`src/rtl/idm_pkg.sv`:
```
package idm_pkg;

  typedef enum logic [1:0] {
    MODE_DIR = 2'b00,
    MODE_IND = 2'b01,
    MODE_REG = 2'b10,
    MODE_NOP = 2'b11
  } acc_mode_e;

  typedef enum logic {
    SEQ_IDLE = 1'b0,
    SEQ_TGT  = 1'b1
  } seq_state_e;

endpackage

```
`src/rtl/idm_rst_sync.sv`:
```
module idm_rst_sync #(
  parameter int STAGES = 2
) (
  input  logic clk,
  input  logic rst_n,
  output logic rst_n_sync
);

  logic [STAGES-1:0] sync_q;
  logic [STAGES-1:0] sync_d;

  always_comb begin
    sync_d = {sync_q[STAGES-2:0], 1'b1};
  end

  always_ff @(posedge clk or negedge rst_n) begin
    if (!rst_n) sync_q <= '0;
    else        sync_q <= sync_d;
  end

  assign rst_n_sync = sync_q[STAGES-1];

endmodule

```
`src/rtl/idm_route.sv`:
```
module idm_route
  import idm_pkg::*;
#(
  parameter int AW     = 8,
  parameter int REG_W  = 3,
  parameter int BANK_W = 2
) (
  input  acc_mode_e         mode,
  input  logic [AW-1:0]     addr,
  input  logic [BANK_W-1:0] bank,
  output logic              ram_sel,
  output logic              sfr_sel,
  output logic              ptr_fetch,
  output logic [AW-1:0]     phys_addr
);

  localparam int PAD_W = AW - BANK_W - REG_W;

  logic [AW-1:0] reg_phys;
  logic [AW-1:0] ptr_phys;

  // working register n of the selected bank
  assign reg_phys = {{PAD_W{1'b0}}, bank, addr[REG_W-1:0]};
  // R0 or R1 of the selected bank, picked by address bit 0
  assign ptr_phys = {{PAD_W{1'b0}}, bank, {(REG_W-1){1'b0}}, addr[0]};

  always_comb begin
    ram_sel   = 1'b0;
    sfr_sel   = 1'b0;
    ptr_fetch = 1'b0;
    phys_addr = addr;
    unique case (mode)
      MODE_DIR: begin
        sfr_sel   = addr[AW-1];
        ram_sel   = !addr[AW-1];
        phys_addr = addr;
      end
      MODE_REG: begin
        ram_sel   = 1'b1;
        phys_addr = reg_phys;
      end
      MODE_IND: begin
        ram_sel   = 1'b1;
        ptr_fetch = 1'b1;
        phys_addr = ptr_phys;
      end
      default: begin
        ram_sel   = 1'b0;
      end
    endcase
  end

endmodule

```
`src/rtl/idm_seq.sv`:
```
module idm_seq
  import idm_pkg::*;
#(
  parameter int DW = 8
) (
  input  logic          clk,
  input  logic          rst_n,
  input  logic          start,
  input  logic          wr_in,
  input  logic [DW-1:0] wdata_in,
  output logic          tgt_phase,
  output logic          lat_wr,
  output logic [DW-1:0] lat_wdata
);

  seq_state_e    state_q, state_d;
  logic          wr_q;
  logic [DW-1:0] wdata_q;
  logic          cap_en;

  always_comb begin
    state_d = state_q;
    unique case (state_q)
      SEQ_IDLE: if (start) state_d = SEQ_TGT;
      SEQ_TGT:  state_d = SEQ_IDLE;
      default:  state_d = SEQ_IDLE;
    endcase
  end

  assign cap_en = (state_q == SEQ_IDLE) && start;

  always_ff @(posedge clk or negedge rst_n) begin
    if (!rst_n) state_q <= SEQ_IDLE;
    else        state_q <= state_d;
  end

  always_ff @(posedge clk or negedge rst_n) begin
    if (!rst_n) begin
      wr_q    <= 1'b0;
      wdata_q <= '0;
    end else if (cap_en) begin
      wr_q    <= wr_in;
      wdata_q <= wdata_in;
    end
  end

  assign tgt_phase = (state_q == SEQ_TGT);
  assign lat_wr    = wr_q;
  assign lat_wdata = wdata_q;

  p_tgt_single_r7: assert property (@(posedge clk) disable iff (!rst_n)
    tgt_phase |=> !tgt_phase);

endmodule

```
`src/rtl/idm_ram.sv`:
```
module idm_ram #(
  parameter int AW = 8,
  parameter int DW = 8
) (
  input  logic          clk,
  input  logic          en,
  input  logic          we,
  input  logic [AW-1:0] addr,
  input  logic [DW-1:0] wdata,
  output logic [DW-1:0] rdata
);

  localparam int DEPTH = 1 << AW;

  logic [DW-1:0] mem [DEPTH];
  logic [DW-1:0] q;

  always_ff @(posedge clk) begin
    if (en && we) mem[addr] <= wdata;
  end

  always_ff @(posedge clk) begin
    if (en && !we) q <= mem[addr];
  end

  assign rdata = q;

endmodule

```
`src/rtl/idm_access_unit.sv`:
```
module idm_access_unit
  import idm_pkg::*;
#(
  parameter int AW     = 8,
  parameter int DW     = 8,
  parameter int REG_W  = 3,
  parameter int BANK_W = 2
) (
  input  logic              clk,
  input  logic              rst_n,
  input  logic [BANK_W-1:0] reg_bank,
  input  logic              req_valid,
  input  logic [1:0]        req_mode,
  input  logic              req_write,
  input  logic [AW-1:0]     req_addr,
  input  logic [DW-1:0]     req_wdata,
  output logic              busy,
  output logic              rd_valid,
  output logic [DW-1:0]     rd_data,
  output logic [AW-1:0]     sfr_addr,
  output logic              sfr_we,
  output logic              sfr_rd,
  output logic [DW-1:0]     sfr_wdata,
  input  logic [DW-1:0]     sfr_rdata
);

  logic          rst_s;
  acc_mode_e     mode;
  logic          accept;
  logic          ram_sel, sfr_sel, ptr_fetch;
  logic [AW-1:0] phys_addr;
  logic          tgt_phase, lat_wr;
  logic [DW-1:0] lat_wdata;
  logic          ram_en, ram_we;
  logic [AW-1:0] ram_addr;
  logic [DW-1:0] ram_wdata, ram_q;
  logic          rd_issue, rd_from_sfr;
  logic          pend_q, pend_d;
  logic          src_q, src_d;
  logic [DW-1:0] sfr_cap_q;

  idm_rst_sync #(.STAGES(2)) u_rst (
    .clk(clk), .rst_n(rst_n), .rst_n_sync(rst_s)
  );

  assign mode   = acc_mode_e'(req_mode);
  assign accept = req_valid && !tgt_phase;

  idm_route #(.AW(AW), .REG_W(REG_W), .BANK_W(BANK_W)) u_route (
    .mode(mode), .addr(req_addr), .bank(reg_bank),
    .ram_sel(ram_sel), .sfr_sel(sfr_sel), .ptr_fetch(ptr_fetch),
    .phys_addr(phys_addr)
  );

  idm_seq #(.DW(DW)) u_seq (
    .clk(clk), .rst_n(rst_s), .start(accept && ptr_fetch),
    .wr_in(req_write), .wdata_in(req_wdata),
    .tgt_phase(tgt_phase), .lat_wr(lat_wr), .lat_wdata(lat_wdata)
  );

  // RAM port: second step of an indirect access uses the fetched pointer
  always_comb begin
    if (tgt_phase) begin
      ram_en    = 1'b1;
      ram_we    = lat_wr;
      ram_addr  = ram_q[AW-1:0];
      ram_wdata = lat_wdata;
    end else begin
      ram_en    = accept && ram_sel;
      ram_we    = accept && ram_sel && !ptr_fetch && req_write;
      ram_addr  = phys_addr;
      ram_wdata = req_wdata;
    end
  end

  idm_ram #(.AW(AW), .DW(DW)) u_ram (
    .clk(clk), .en(ram_en), .we(ram_we), .addr(ram_addr),
    .wdata(ram_wdata), .rdata(ram_q)
  );

  // SFR port, driven only for direct accesses in the upper range
  assign sfr_we    = accept && sfr_sel && req_write;
  assign sfr_rd    = accept && sfr_sel && !req_write;
  assign sfr_addr  = sfr_sel ? req_addr  : '0;
  assign sfr_wdata = sfr_sel ? req_wdata : '0;

  // read return pipeline
  assign rd_from_sfr = sfr_rd;
  assign rd_issue    = tgt_phase ? !lat_wr
                                 : (accept && !req_write && !ptr_fetch
                                    && (ram_sel || sfr_sel));

  always_comb begin
    pend_d = rd_issue;
    src_d  = rd_from_sfr;
  end

  always_ff @(posedge clk or negedge rst_s) begin
    if (!rst_s) begin
      pend_q <= 1'b0;
      src_q  <= 1'b0;
    end else begin
      pend_q <= pend_d;
      src_q  <= src_d;
    end
  end

  always_ff @(posedge clk or negedge rst_s) begin
    if (!rst_s)      sfr_cap_q <= '0;
    else if (sfr_rd) sfr_cap_q <= sfr_rdata;
  end

  assign busy     = tgt_phase;
  assign rd_valid = pend_q;
  assign rd_data  = src_q ? sfr_cap_q : ram_q;

  p_sfr_no_ram_write_r2: assert property (@(posedge clk) disable iff (!rst_s)
    (sfr_we || sfr_rd) |-> !ram_we);

  p_sfr_direct_high_r3: assert property (@(posedge clk) disable iff (!rst_s)
    (sfr_we || sfr_rd) |-> (req_mode == 2'b00 && req_addr[AW-1] && !busy));

  p_busy_cause_r7: assert property (@(posedge clk) disable iff (!rst_s)
    $rose(busy) |-> $past(req_valid && req_mode == 2'b01));

  p_rdvalid_read_r9: assert property (@(posedge clk) disable iff (!rst_s)
    rd_valid |-> ($past(req_valid && !req_write && !busy) || $past(busy)));

  p_strobe_onehot_r2: assert property (@(posedge clk) disable iff (!rst_s)
    $onehot0({sfr_we, sfr_rd}));

endmodule

```
`config.mk`:
```
export PLATFORM = sky130hd
export DESIGN_NAME = idm_access_unit
export DESIGN_NICKNAME = d
export VERILOG_FILES = /design/src/rtl/idm_pkg.sv /design/src/rtl/idm_rst_sync.sv /design/src/rtl/idm_route.sv /design/src/rtl/idm_seq.sv /design/src/rtl/idm_ram.sv /design/src/rtl/idm_access_unit.sv
export SDC_FILE = /design/constraint.sdc
export NUM_CORES = 2
export LEC_CHECK = 0
export CORE_MARGIN = 2
export CORE_UTILIZATION = 30
export DETAILED_ROUTE_END_ITERATION = 16
export GPL_TIMING_DRIVEN = 0
export MAX_ROUTING_LAYER = met4
export RECOVER_POWER = 100
export SLEW_MARGIN = 20
export SYNTH_ARGS = -nofsm -noshare
export SYNTH_HDL_FRONTEND = slang
export SYNTH_SLANG_ARGS = --single-unit
```
`constraint.sdc`:
```
create_clock -name clk -period 3.67 [get_ports clk]
set_clock_uncertainty 0.15 [all_clocks]
set_input_delay 0.734 -clock clk [delete_from_list [all_inputs] [get_ports clk]]
set_output_delay 0.734 -clock clk [all_outputs]
set_load 0.005 [all_outputs]
```
Word level (Yosys, flattened, before mapping)
Memories as Yosys holds them, arrays and structs flattened. A register that Yosys moved wholly into a read port is not among the register bits.
Index checks and enable logic that the tools add are counted.
W data, S select, Z words.
{"block": "word_totals", "elab_cells": 50, "latchBits": 0, "reg_bits": 22, "memories": 1, "output_inout_bits": 28, "ramBits": 2048, "romBits": 0}
{"block": "classes", "shifts": 0, "div": 0, "addsub": 0, "mux": 16, "n_lt_le_gt_ge": 0, "n_mul": 0, "reduce_logical": 23, "n_eq_ne": 2, "bitwise": 1}
{"memory": "u_ram.mem", "depth": 256, "width": 8, "rd": 1, "rd_clocked_by_memory_dff": 1, "write_ports": 1, "line": "idm_ram.sv:15", "text": "logic [DW-1:0] mem [DEPTH];"}
{"operator": "$mux W8", "count": 5}
{"operator": "$pmux W8 S2", "count": 1}
{"operator": "$logic_and A1 B1 Y1", "count": 14}
{"operator": "$mux W1", "count": 8}
{"operator": "$logic_not A1 Y1", "count": 6}
{"operator": "$pmux W1 S2", "count": 2}
{"operator": "$eq A2 B1 Y1 const B", "count": 1}
{"operator": "$eq A2 B2 Y1 const B", "count": 1}
{"operator": "$logic_not A2 Y1", "count": 1}
{"operator": "$reduce_or A2 Y1", "count": 1}
{"operator": "$logic_or A1 B1 Y1", "count": 1}
{"operator": "$not A1 Y1", "count": 1}

Depth between registers and ports, before layout
{"block": "logic_depth", "depth_word": 10, "mapped_depth": 15, "mapped_depth_nobuf": 10}

By module
A second synthesis with hierarchy kept.
{"block": "unflattened", "hier_cells": 3648, "hier_area_um2": 79889.1}
{"mod": "idm_ram", "cells_each": 3526, "seq_area_each_um2": 61739.2, "instances": 1, "area_each_um2": 78376.4}
{"mod": "idm_access_unit", "cells_each": 75, "seq_area_each_um2": 250.2, "instances": 1, "area_each_um2": 867.1}
{"mod": "idm_seq", "cells_each": 21, "seq_area_each_um2": 250.2, "instances": 1, "area_each_um2": 419.2}
{"mod": "idm_route", "cells_each": 23, "seq_area_each_um2": 0.0, "instances": 1, "area_each_um2": 172.7}
{"mod": "idm_rst_sync", "cells_each": 3, "seq_area_each_um2": 50.0, "instances": 1, "area_each_um2": 53.8}

Worst setup path after synthesis
No wires, ideal clock.
{"block": "synth_timing", "path_kind": "reg2reg", "startpoint": "reg u_seq.state_q, in the netlist u_seq.tgt_phase", "endpoint": "mem u_ram.mem[0][0], data pin", "setup_time_ns": 0.556, "stages_incl_launch_ff": 6, "synth_period_minus_slack_ns": 3.854, "arrival_ns": 3.148, "path_buffers": 4, "slack_ns": -0.184, "cell_sequence": "dfrtp_1 > buf_4 > buf_2 > clkbuf_1 > buf_2 > mux2_2"}
{"block": "synth_via", "elab_chain_cells": 1}
{"element": "start: declaration", "line": "idm_seq.sv:16", "text": "seq_state_e state_q, state_d;"}
{"element": "start signal: assignment", "line": "idm_seq.sv:34", "text": "else state_q <= state_d;"}
{"element": "$mux W8", "line": "idm_access_unit.sv:63", "text": "if (tgt_phase) begin"}
{"element": "net ram_wdata[0]", "line": "idm_access_unit.sv:36", "text": "logic [DW-1:0] ram_wdata, ram_q;"}
{"element": "end: declaration", "line": "idm_ram.sv:15"}
The timed path passes the listed nets, and every way through them passes these cells.

Worst setup path in the final report
{"block": "layout_timing", "startpoint": "reg u_seq.state_q, in the netlist u_seq.tgt_phase", "endpoint": "reg u_ram.q[1], in the netlist u_ram.rdata[1] (read register of u_ram.mem), data pin"}
{"block": "layout_via", "elab_chain_cells": 8, "word_cells_on_any_way": 10, "classes_between": "mux (3); reduce/logical (7)"}
{"element": "$logic_not A1 Y1", "line": "idm_access_unit.sv:47", "text": "assign accept = req_valid && !tgt_phase;"}
{"element": "$logic_and A1 B1 Y1", "line": "idm_access_unit.sv:47"}
{"element": "$logic_and A1 B1 Y1", "line": "idm_access_unit.sv:69, idm_access_unit.sv:70"}
{"element": "$logic_and A1 B1 Y1 (2 in a row)", "line": "idm_access_unit.sv:70", "text": "ram_we = accept && ram_sel && !ptr_fetch && req_write;"}
{"element": "$mux W1", "line": "idm_access_unit.sv:63"}
{"element": "$logic_not A1 Y1", "line": "idm_ram.sv:23", "text": "if (en && !we) q <= mem[addr];"}
{"element": "$logic_and A1 B1 Y1", "line": "idm_ram.sv:23"}
{"element": "end: declaration", "line": "idm_ram.sv:16", "text": "logic [DW-1:0] q;"}
Parallel ways exist; a longest one is shown, timed or not.
A chain may end at the register's enable or synchronous reset.

==> results.yml <==
yosys:
  synth_seq_cells: 2078
  synth_warnings: 0
  yosysTopAreaCell: "edfxtp_1"
  synth_area_leaders: "edfxtp_1, mux4_2, nand2_1"
  synth_top_area_share_pct: 76.5
  synth.cell_area_um2: 80700
  synthTopCellsByCount: "edfxtp_1, nand2_1, mux4_2, nor2_1, a22oi_1"
  yosysMostFrequentCell: "edfxtp_1"
  async_flop_share_pct: 1.06
  synth_nets: 4389
  seq_area_frac_synth_pct: 77.2
  synth_flop_cell: "edfxtp_1"
  synth_cell_types: 58
  synth-edff-count: 2056
  syn_avg_cell_area_um2: 18.5
  synthCells: 4353
floorplanning:
  die_x_um: 523
  die_area_um2: 273000
  start_util_pct: 30.1
  rows: 190
  core_um2: 268000
  io_pins: 60
  die_h_um: 523
timing:
  finalCriticalPeriod_ns: 4.05
  setup-tns-final_ns: -3.69
  max_slew_margin_pct: 41.6
  clock.fmax_mhz: 247
  fin_crit_sh_pct: 110
  fin_ws_ns: -0.378
  hold_slack_ns: 0.188
  drv_slew: 0
  rsz0062_at_grt: "yes"
  tightestPinTransition_ns: 0.876
  hold_violations: 0
  setup_viol: 104
critical_path:
  critPathBufInv: 1
  slowest_stage: "o21ai_4"
  cp_max_fo: 10
  end_kind: "register"
  cp_slowest_stage_delay_ns: 0.61
  required_ns: 4.12
  crit_chain: "nand2b_1, o21ai_4, nor4_4, clkbuf_4, a22oi_2, nand2_2, o21ai_4, nand4_1, or3_4"
  critPathKind: "register to register"
  cp.arrival_ns: 4.50
  crit_top_cell: "o21ai_4"
  cpLargestDelayFamily: "simple AND/OR/NAND/NOR gates"
  startpoint_type: "register"
global_route:
  grt_max_degree: 115
  grt_pass1_wl_um: 349000
  grt_use_total_pct: 18.7
  antenna_found_initial: 2
  grt_pass1_vias: 45000
  grt-ovfl-total: 0
drt:
  routedWlPerCell_um: 29.7
  drt_first_pass_iters: 7
  vias: 46200
  vias_per_cell: 5.40
  route.detailed.drc: 0
  antenna_left: 0
  wl_um: 254000
  drt_iter0_markers: 6810
clock_tree:
  cts_tree: "yes"
  clkSlewWorstSetupHoldPaths_ns: 0.06
  clock-sinks: 2078
  clockRootBuffer: "clkbuf_16"
  cts-buffers-inserted: 205
  clk_latency_ns: 0.87
  clock_path_buffers: 3
  h-tree-depth: 4
final_layout:
  fillCellCount: 24000
  fin_cells: 8561
  multiInputGateArea_um2: 20300
  fin_util_pct: 37.6
  drive_gt1_share_pct: 32.4
  seq_area_um2: 62300
  layout.nets: 4870
  synthToLayoutAreaGrowth_pct: 24.6
power_and_ir_drop:
  ir_drop_v: 0.000515
  p_leak_nw: 31.9
  power.density_nw_per_um2: 524
place:
  dp_slack_ns: -3.96
  io_buffers: 58
  dp_cells: 8007
  hpwlAfterDp_um: 167000
  place_congestion: 0.974
status:
  failed_checks: "negative setup slack"
  outcome: "finished, violations left"
min_path:
  min_path_type: "register to async pin"
run:
  maxCapViolations: 0
==> through the flow <==
step                power (mW)  instance area, um^2
finish                    52.8               101000
global route              53.9               101000
CTS                       52.6                99500
detailed placement        31.6                87200
global placement          31.5                85800
floorplan                 29.4                80700
==> flip-flops by register name (all words and copies together), names as in the netlist <==
name             flops
rd_valid             1
sfr_cap_q            8
src_q                1
u_ram.mem         2048
u_ram.rdata          8
u_rst.sync_q         2
u_seq.lat_wdata      8
u_seq.lat_wr         1
u_seq.tgt_phase      1
==> logic make-up (layout without fill, tap and decap cells) <==
group           after synthesis  after routing  share of synthesized area (%)
compound gates              409            409                           3.78
simple gates               1140           1140                           6.01
buf+inv                     276            930                           1.56
fa+ha+maj                     4              4                         0.0620
flops                      2078           2078                           77.2
other cells                   1              3                        0.00465
mux                         445            445                           11.4
==> layout make-up <==
| cell class | count | area share, % |
|---|---|---|
| clock buffer | 259 | 5.30 |
| tap | 3552 | 4.42 |
| multi-input combinational | 1999 | 20.2 |
| buffer | 268 | 3.00 |
| timing repair buffer | 277 | 3.93 |
| antenna | 2 | 0.00497 |
| clock inverter | 121 | 1.20 |
| inverter | 5 | 0.0187 |
| sequential | 2078 | 61.9 |
==> placed cells by master, fill, tap and decap left out, types with 15 or more instances in the layout <==
cell and n:
buf_6 37, nand2_2 30, nor3_4 35, clkbuf_16 239
nand2_1 554, a31oi_1 48, clkinv_2 29, buf_12 89
buf_8 18, mux2_2 26, dfrtp_1 21, nor2_4 190
or3_1 15, clkbuf_2 45, clkdlybuf4s50_1 54, clkbuf_4 40
bufinv_16 15, mux4_2 378, nand4_1 39, clkbuf_1 75
nor2_1 36, nand2_4 16, mux2i_1 32, edfxtp_1 2056
buf_16 43, buf_2 20, clkbuf_8 17, a22oi_1 132
nand3_1 69, a32o_1 32, and3_1 67, o22ai_1 27
nor2_2 37, clkinv_1 54, a22oi_2 69, buf_4 122
==> metal layers <==
metal / part of all wire, % / vias up / global-route usage [%] / routed length, um
met5: 0 / - / - / 0
met4: 4.8 / 0 / 7.86 / 12300
met3: 11 / 512 / 4.95 / 29200
met2: 46 / 2894 / 28.1 / 116000
met1: 38 / 24300 / 23.8 / 96400
li1: - / 18500 / - / -
==> timing repair <==
action | in CTS | in global routing
pin swaps | 137 | 59
resized for setup | 1079 | 163
buffers inserted | 122 | 46
endpoints found under the hold margin | 2 | 0
hold buffers | 1 | 0
cloned | 4 | 3
endpoints found under the setup margin | 2274 | 1867
==> report_power, final <==
group | leakage [nW] | switching [mW] | internal, mW | total [mW]
Clock | 3.16 | 9.23 | 11.4 | 20.6
Sequential | 18.8 | 0.0520 | 26.4 | 26.5
Combinational | 10.0 | 3.75 | 1.93 | 5.68
Total | 31.9 | 13.0 | 39.7 | 52.8
==> path summary, 6_finish.rpt <==
kind,start,endpoint,slack (ns),depth (start not counted)
worst min-delay path,u_rst.sync_q[1],sfr_cap_q[5],0.19,0
min in group clk,u_rst.sync_q[0],u_rst.sync_q[1],0.20,0
worst max register to register,u_seq.tgt_phase,u_ram.rdata[1],-0.38,9
worst max-delay path,u_seq.tgt_phase,u_ram.rdata[1],-0.38,9
worst min register to register,u_rst.sync_q[1],sfr_cap_q[5],0.19,0
max in group asynchronous,u_rst.sync_q[1],u_seq.tgt_phase,2.63,0
Note: power is estimated with default switching activity, not from simulation.
